===== config.mk =====
export PLATFORM = sky130hd
export DESIGN_NAME = bin_prescaler
export DESIGN_NICKNAME = d
export VERILOG_FILES = /design/src/rtl/bps_pkg.sv /design/src/rtl/bps_cfg.sv /design/src/rtl/bps_tap.sv /design/src/rtl/bps_counter.sv /design/src/rtl/bps_square.sv /design/src/rtl/bin_prescaler.sv
export SDC_FILE = /design/constraint.sdc
export NUM_CORES = 1
export LEC_CHECK = 0
export BUFFER_PORTS_ARGS = -buffer_cell sky130_fd_sc_hd__buf_2
export CORE_MARGIN = 2
export CORE_UTILIZATION = 35
export CTS_CLUSTER_DIAMETER = 200
export DETAILED_ROUTE_END_ITERATION = 7
export GPL_ROUTABILITY_DRIVEN = 0
export HOLD_SLACK_MARGIN = 0.12
export MAX_ROUTING_LAYER = met4
export SYNTH_ARGS = -nofsm -noshare
export SYNTH_HDL_FRONTEND = slang
export SYNTH_HIERARCHICAL = 1
export SYNTH_SLANG_ARGS = --single-unit

===== constraint.sdc =====
create_clock -name clk_ref -period 2.3 [get_ports clk_ref]
set_clock_uncertainty 0.15 [all_clocks]
set_input_delay 0.46 -clock clk_ref [delete_from_list [all_inputs] [get_ports clk_ref]]
set_output_delay 0.46 -clock clk_ref [all_outputs]
set_load 0.005 [all_outputs]

===== src/rtl/bps_pkg.sv =====
package bps_pkg;
  localparam int unsigned BPS_CHAIN_STAGES = 6;
  localparam int unsigned BPS_TAP_W        = 3;
endpackage


===== src/rtl/bps_cfg.sv =====
module bps_cfg #(
  parameter int unsigned TAP_W = 3
) (
  input  logic             clk,
  input  logic             rst,
  input  logic             wr,
  input  logic             x_in,
  input  logic [TAP_W-1:0] y_in,
  output logic             x_q,
  output logic [TAP_W-1:0] y_q
);
  always_ff @(posedge clk) begin
    if (rst) begin
      x_q <= 1'b1;
      y_q <= '0;
    end else if (wr) begin
      x_q <= x_in;
      y_q <= y_in;
    end
  end

  // reset leaves the undivided setting
  p_rst_cfg_r5: assert property (@(posedge clk) rst |=> (x_q && y_q == '0));
  // settings hold without a strobe
  p_hold_r9: assert property (@(posedge clk) disable iff (rst)
    !wr |=> ($stable(x_q) && $stable(y_q)));
endmodule


===== src/rtl/bps_tap.sv =====
module bps_tap #(
  parameter int unsigned CHAIN = 6,
  parameter int unsigned TAP_W = 3,
  parameter int unsigned CNT_W = CHAIN + 1
) (
  input  logic             x_q,
  input  logic [TAP_W-1:0] y_q,
  output logic [CNT_W-1:0] mask
);
  localparam int unsigned SH_W = $clog2(CNT_W + 1);
  logic [SH_W-1:0] tap_sat;
  logic [SH_W-1:0] shift;

  always_comb begin
    if (int'(y_q) > int'(CHAIN)) tap_sat = SH_W'(CHAIN);
    else                         tap_sat = SH_W'(y_q);
    shift = tap_sat + (x_q ? SH_W'(0) : SH_W'(1));
  end

  for (genvar b = 0; b < CNT_W; b++) begin : g_mask
    assign mask[b] = (int'(shift) > b);
  end
endmodule


===== src/rtl/bps_counter.sv =====
module bps_counter #(
  parameter int unsigned CNT_W = 7
) (
  input  logic             clk,
  input  logic             rst,
  input  logic             clear,
  input  logic [CNT_W-1:0] mask,
  output logic             tick
);
  logic [CNT_W-1:0] cnt;

  always_ff @(posedge clk) begin
    if (rst || clear) cnt <= '0;
    else              cnt <= cnt + 1'b1;
  end

  assign tick = &(cnt | ~mask);

  // a write restarts the count
  p_clear_r6: assert property (@(posedge clk) disable iff (rst) clear |=> (cnt == '0));
  // a tick lasts one cycle when the divisor exceeds one
  p_single_pulse_r4: assert property (@(posedge clk) disable iff (rst)
    (tick && mask != '0 && !clear) |=> !tick);
endmodule


===== src/rtl/bps_square.sv =====
module bps_square (
  input  logic clk,
  input  logic rst,
  input  logic tick,
  output logic sq
);
  always_ff @(posedge clk) begin
    if (rst)       sq <= 1'b0;
    else if (tick) sq <= ~sq;
  end

  // toggle on every tick
  p_sq_toggle_r8: assert property (@(posedge clk) disable iff (rst)
    tick |=> (sq != $past(sq)));
endmodule


===== src/rtl/bin_prescaler.sv =====
module bin_prescaler
  import bps_pkg::*;
#(
  parameter int unsigned CHAIN = BPS_CHAIN_STAGES,
  parameter int unsigned TAP_W = BPS_TAP_W
) (
  input  logic             clk_ref,
  input  logic             rst,
  input  logic             cfg_wr,
  input  logic             cfg_x,
  input  logic [TAP_W-1:0] cfg_y,
  output logic             tick_o,
  output logic             sq_o
);
  localparam int unsigned CNT_W = CHAIN + 1;

  logic             x_q;
  logic [TAP_W-1:0] y_q;
  logic [CNT_W-1:0] mask;

  bps_cfg #(.TAP_W(TAP_W)) u_cfg (
    .clk(clk_ref), .rst(rst), .wr(cfg_wr), .x_in(cfg_x), .y_in(cfg_y),
    .x_q(x_q), .y_q(y_q)
  );

  bps_tap #(.CHAIN(CHAIN), .TAP_W(TAP_W), .CNT_W(CNT_W)) u_tap (
    .x_q(x_q), .y_q(y_q), .mask(mask)
  );

  bps_counter #(.CNT_W(CNT_W)) u_cnt (
    .clk(clk_ref), .rst(rst), .clear(cfg_wr), .mask(mask), .tick(tick_o)
  );

  bps_square u_sq (
    .clk(clk_ref), .rst(rst), .tick(tick_o), .sq(sq_o)
  );

  // the undivided setting ticks on every cycle
  p_unit_tick_r7: assert property (@(posedge clk_ref) disable iff (rst)
    (x_q && y_q == '0) |-> tick_o);
endmodule


==> results.py, run 1 <==
metrics = {
    "status": {
        "status": "finished, violations left",
        "violations": "setup timing",
    },
    "floorplan": {
        "start_util_pct": 38.39,
        "dieArea_um2": 2036,
        "rows": 14,
        "fp.dieH_um": 45.12,
        "die_x_um": 45.12,
        "ios": 9,
        "fp.coreArea_um2": 1541,
    },
    "critical_path": {
        "worstReg2RegStart": "u_cfg/y_q[0]",
        "crit_path_start": "u_cfg/y_q[0]",
        "cp.required_ps": 1690,
        "crit_path_start_kind": "flop",
        "arrival_ps": 2020,
        "worst-setup-path-type": "reg -> out",
        "end_kind": "output pin",
        "critPathMaxFanout": 2,
    },
    "sta": {
        "min_period_ps": 2630,
        "hold_viol_final": 0,
        "slew_headroom_pct": 81.36,
        "tightest_slew_ps": 277.3,
        "tns_ps": -329.8,
        "finalMaxSlewViolations": 0,
        "holdWs_ps": 255.8,
        "max_freq_ghz": 0.3803,
        "rsz0062_at_grt": "true",
        "min_period_over_period_pct": 114.3,
        "postLayoutSetupSlackWorst_ps": -329.8,
        "finalSetupViolCount": 1,
    },
    "clock_tree": {
        "cts_buffers": 3,
        "htree_levels": 1,
        "cts_hold_buf": 0,
        "cts_buffer_depth": 2,
        "clock_sinks": 12,
        "insertion_delay_ps": 260,
        "tritoncts": "built",
        "clk_pin_slew_worst_paths_ps": 70,
        "cts_root_buffer": "clkbuf_4",
    },
    "power_and_ir_drop": {
        "ir_drop_v": 0.0003445,
        "p_per_area_nw_per_um2": 629.9,
        "leakagePower_nw": 0.3237,
    },
    "global_route": {
        "grt_usage_pct": 14.44,
        "overflow": 0,
        "antenna_found_initial": 0,
        "grt_pass1_wl_um": 1966,
        "grt_pass1_vias": 457,
        "grt_max_degree": 8,
    },
    "routing": {
        "routed_wl_um": 1101,
        "drtIter0Drc": 10,
        "vias": 468,
        "wl_per_cell_um": 11.01,
        "drc": 0,
        "via_per_inst": 4.680,
        "postRouteAntennaNets": 0,
        "drt_first_pass_iters": 4,
    },
    "logic_synthesis": {
        "syn_inst": 71,
        "synth-seq-area-share_pct": 40.59,
        "syn-cell-area_um2": 591.8,
        "syn_nets": 81,
        "ys.flop_type": "dfxtp_1",
        "synth_top_area_share_pct": 40.59,
        "synth_area_per_cell_um2": 8.335,
        "synthTopCellsByArea": "dfxtp_1, nor2_1, ha_1, mux2i_1, inv_1",
        "yosysUniqueCellTypes": 24,
        "synth-seq-cells": 12,
        "synth_top_cell_by_area": "dfxtp_1",
        "ys_warn_count": 6,
        "synth_edf_count": 0,
        "netlist_top_cells_count": "dfxtp_1, nor2_1, inv_1",
        "synth-async-reset-ratio_pct": 0,
    },
    "placed_design": {
        "dp_hpwl_um": 841,
        "place_worst_setup_slack_ps": -124.5,
        "port_buffers": 8,
    },
    "final_layout": {
        "drive_above_1_share_pct": 30.95,
        "fin_util_pct": 47.89,
        "finalNetCount": 95,
        "n_antenna_cell": 0,
        "fillers": 161,
        "syn_to_final_growth_pct": 24.74,
    },
    "min_path": {
        "min_from": "cfg_x",
        "hold_class": "in -> reg",
    },
    "flow_run": {
        "drv_cap": 0,
    },
}
worst max-delay path: stages, from the launching register on:
cell	delay (ps)
dfxtp_2	320
a21boi_2	150
ha_2	180
ha_4	160
xnor2_2	140
buf_4	140
inv_1	30
inv_1	50
o22ai_2	70
nor4_2	330
buf_2	170
registers in the layout (all words and copies together) (netlist names):
| name | count |
|---|---|
| u_cfg/x_q | 1 |
| u_sq/sq | 1 |
| u_cnt/cnt | 7 |
| u_cfg/y_q | 3 |
through the flow:
step | power [mW] | cells | area (µm²)
3_5_place_dp | 0.2993 | 95 | 668.1
6_report | 0.4650 | 100 | 738.2
4_1_cts | 0.4751 | 100 | 738.2
5_1_grt | 0.4929 | 100 | 738.2
2_1_floorplan | 0.2760 | 71 | 598.1
3_3_place_gp | 0.2986 | 95 | 668.1
placed cells by master, fill, tap and decap left out, types with 2 or more instances in the layout:
cell,count
clkbuf_4,3
mux2i_1,3
xnor2_1,2
xor2_1,2
o22ai_1,2
nor2b_2,2
a21oi_1,2
inv_1,8
nor2_1,12
o21ai_0,2
nand3_1,2
buf_2,8
buf_4,4
dfxtp_1,11
or3_1,2
nand2_1,5
routing by layer:
layer  track usage [%]  wire length (µm)  up-vias
li1                  -                 -      254
met1             16.46               525      209
met2             22.57               539        3
met3             4.800                19        2
met4             7.059                17        0
met5                 -                 0        -
layout make-up:
type,instances,area (µm²),share of cell area (%)
Tap cell,16,20.02,2.712
Inverter,8,30.03,4.068
Clock buffer,4,36.28,4.915
Sequential cell,12,241.5,32.71
Timing Repair Buffer,12,70.07,9.492
Multi-Input combinational cell,48,340.3,46.10
what timing repair did:
action | CTS | global route
resized for setup | 7 | 0
endpoints found under the setup margin | 1 | 1
buffers inserted | 1 | 0
pin swaps | 3 | 1
path summary, 6_finish.rpt:
check / cells after the start / slack, ps / to
max: 10 / -330 / tick_o
min: 2 / 260 / u_cfg/x_q
max reg2reg: 11 / 250 / u_sq/sq
min reg2reg: 1 / 330 / u_cnt/cnt[0]
report_power, final:
part           leakage, nW  total, mW  internal, mW  switching (mW)
clock network       0.0210      0.164        0.0961          0.0681
logic                0.204     0.0773        0.0416          0.0357
registers           0.0984      0.224         0.218         0.00607
total                0.324      0.465         0.355           0.110
logic make-up (layout without fill, tap and decap cells):
kind of cell | after synthesis | after routing | synth area share (%)
and+or+nand+nor | 28 | 28 | 22.84
xor gates and xnor gates | 5 | 5 | 8.670
AOI/OAI and AO/OA | 9 | 9 | 9.304
buffers and inverters | 11 | 24 | 7.188
DFF | 12 | 12 | 40.59
muxes | 3 | 3 | 5.074
adders and majority gates | 3 | 3 | 6.343
(Power assumes the default switching activity.)
==> run 2: changes to the inputs <==
--- a/config.mk
+++ b/config.mk
@@ -6,7 +6,7 @@
 export NUM_CORES = 1
 export LEC_CHECK = 0
 export BUFFER_PORTS_ARGS = -buffer_cell sky130_fd_sc_hd__buf_2
-export CORE_MARGIN = 2
+export CORE_MARGIN = 4
 export CORE_UTILIZATION = 35
 export CTS_CLUSTER_DIAMETER = 200
 export DETAILED_ROUTE_END_ITERATION = 7
==> run 2 against run 1 <==
Against the previous run:
- the flow still finishes with violations (setup timing)
- first-iteration DRC count fell by 20%
- total power grew 6.0%
- via count increased by 11%
- critical path depth down 1
- design area grew 8.1%
- global-route usage is 2.1 points lower
- register-to-register slack lost 140 ps
- maximum frequency is 1.4% lower
- setup slack worse by 39 ps
- routed wire length up 18%
- critical path type unchanged
- largest cell class unchanged
==> results.py, run 2 (same netlist as run 1, synthesis figures left out) <==
metrics = {
    "clock_tree": {
        "cts_buffers": 3,
        "tritoncts": "built",
        "cts_hold_buf": 0,
        "cts_buffer_depth": 2,
        "insertion_delay_ps": 270,
        "cts_root_buffer": "clkbuf_4",
        "clk_pin_slew_worst_paths_ps": 80,
        "htree_levels": 1,
        "clock_sinks": 12,
    },
    "routing": {
        "drt-met1-wl_um": 578,
        "met3RoutedLength_um": 26,
        "drc": 0,
        "routed_wl_um": 1300,
        "vias": 520,
        "postRouteAntennaNets": 0,
        "drt_first_pass_iters": 4,
        "via_per_inst": 4.952,
        "drtIter0Drc": 8,
        "wl_per_cell_um": 12.38,
        "wl_met2_um": 681,
        "routed.top_layer": "met4",
    },
    "sta": {
        "min_period_ps": 2668,
        "finalSetupViolCount": 1,
        "rsz0062_at_grt": "true",
        "slew_headroom_pct": 83.65,
        "max_freq_ghz": 0.3748,
        "tightest_slew_ps": 243.2,
        "postLayoutSetupSlackWorst_ps": -368.3,
        "finalMaxSlewViolations": 0,
        "min_period_over_period_pct": 116.0,
        "hold_viol_final": 0,
    },
    "global_route": {
        "grt_usage_pct": 12.31,
        "grt_pass1_vias": 524,
        "grt_pass1_wl_um": 2256,
        "antenna_found_initial": 0,
        "overflow": 0,
        "grt_max_degree": 8,
    },
    "power_and_ir_drop": {
        "pwr-share-comb_pct": 19.9,
        "power_frac_seq_pct": 45.6,
        "ir_drop_v": 0.0003463,
        "p_clk_share_pct": 34.5,
        "leakagePower_nw": 0.3525,
        "power_switching_mw": 0.1231,
        "internal-power_mw": 0.3700,
        "swShare_pct": 24.97,
        "p_per_area_nw_per_um2": 617.7,
    },
    "critical_path": {
        "end_kind": "output pin",
        "arrival_ps": 2060,
        "r2r_slack_ps": 110,
        "worst-setup-path-type": "reg -> out",
        "cpMaxStageDelayCell": "dfxtp_2",
        "cp.required_ps": 1690,
        "crit_path_start_kind": "flop",
        "cp_cell_sequence": "a21boi_1, ha_2, ha_4, xnor2_4, buf_4, nand2_1, nor2b_1, nor4_2, buf_2",
        "cpPeakStageDelay_ps": 320,
        "critPathMaxFanout": 4,
    },
    "flow_run": {
        "drv_cap": 0,
    },
    "final_layout": {
        "mostFrequentLayoutCells": "nor2_1, dfxtp_1, buf_2, buf_4, inv_1",
        "design_area_um2": 798.3,
        "finalNetCount": 100,
        "largest_reg_flops": 7,
        "top_regs": "u_cnt/cnt (7), u_cfg/y_q (3)",
        "fin_util_pct": 51.20,
        "syn_to_final_growth_pct": 34.88,
        "largest_register": "u_cnt/cnt",
        "drive_above_1_share_pct": 37.08,
        "n_antenna_cell": 0,
        "final_common_cell": "nor2_1",
    },
    "placed_design": {
        "dp_hpwl_um": 870.6,
        "place_area_um2": 675.6,
        "port_buffers": 8,
    },
    "floorplan": {
        "fp.dieH_um": 49.12,
        "dieArea_um2": 2413,
        "ios": 9,
        "die_x_um": 49.12,
        "start_util_pct": 37.96,
        "fp.coreArea_um2": 1559,
        "rows": 14,
    },
    "status": {
        "violations": "setup timing",
        "status": "finished, violations left",
    },
    "min_path": {
        "hold_class": "in -> reg",
    },
}
[run 2: power groups by stage]
stage / logic [mW] / registers [mW] / clock network (mW)
floorplan: 0.0476 / 0.228 / 0
CTS: 0.0890 / 0.223 / 0.175
global placement: 0.0754 / 0.228 / 0
finish: 0.0980 / 0.225 / 0.170
global route: 0.108 / 0.226 / 0.189
detailed placement: 0.0767 / 0.228 / 0
[run 2: per-stage QoR]
| stage | cells | hold WS [ps] | power, mW | TNS [ps] | worst slack [ps] |
|---|---|---|---|---|---|
| 5_1_grt | 105 | 243.4 | 0.5227 | -548.3 | -512.3 |
| 3_3_place_gp | 96 | 298.0 | 0.3034 | -165.2 | -165.2 |
| 6_report | 105 | 239.2 | 0.4931 | -368.3 | -368.3 |
| 3_5_place_dp | 96 | 302.0 | 0.3049 | -171.7 | -171.7 |
| 4_1_cts | 103 | 234.6 | 0.4872 | -368.9 | -368.9 |
| 2_1_floorplan | 71 | 280.0 | 0.2760 | 0 | 14.39 |
[run 2: worst paths after layout]
| path | startpoint | end | depth (start not counted) |
|---|---|---|---|
| setup / recovery | u_cfg/y_q[0] | tick_o | 9 |
| hold / removal | cfg_x | u_cfg/x_q | 2 |
| setup reg to reg | u_cfg/y_q[0] | u_sq/sq | 11 |
| hold reg to reg | u_cnt/cnt[0] | u_cnt/cnt[0] | 1 |
[run 2: layout make-up]
type / instances / area [µm²]
flip-flops and latches: 12 / 242.7
multi-input cells: 48 / 357.8
repair buffers: 17 / 111.4
inverters: 8 / 30.03
fillers: 141 / 760.7
clock buffers: 4 / 36.28
well taps: 16 / 20.02
[run 2: critical path: cells and delay by family, from the launching register on]
| kind | cells | cell delay [ps] |
|---|---|---|
| buffers and inverters | 2 | 310 |
| xor gates and xnor gates | 1 | 200 |
| and+or+nand+nor | 3 | 470 |
| DFF | 1 | 320 |
| adders and majority gates | 2 | 370 |
| AOI/OAI and AO/OA | 1 | 120 |
[run 2: layer usage]
layer	vias to the layer above	global-route usage, %
li1	265	-
met1	249	14.79
met2	4	19.42
met3	2	1.835
met4	0	7.109
met5	-	-
[run 2: timing repair]
item | CTS | global route
pin swaps | 3 | 4
gates resized for setup | 5 | 6
setup endpoints to repair | 2 | 2
setup buffers | 3 | 3
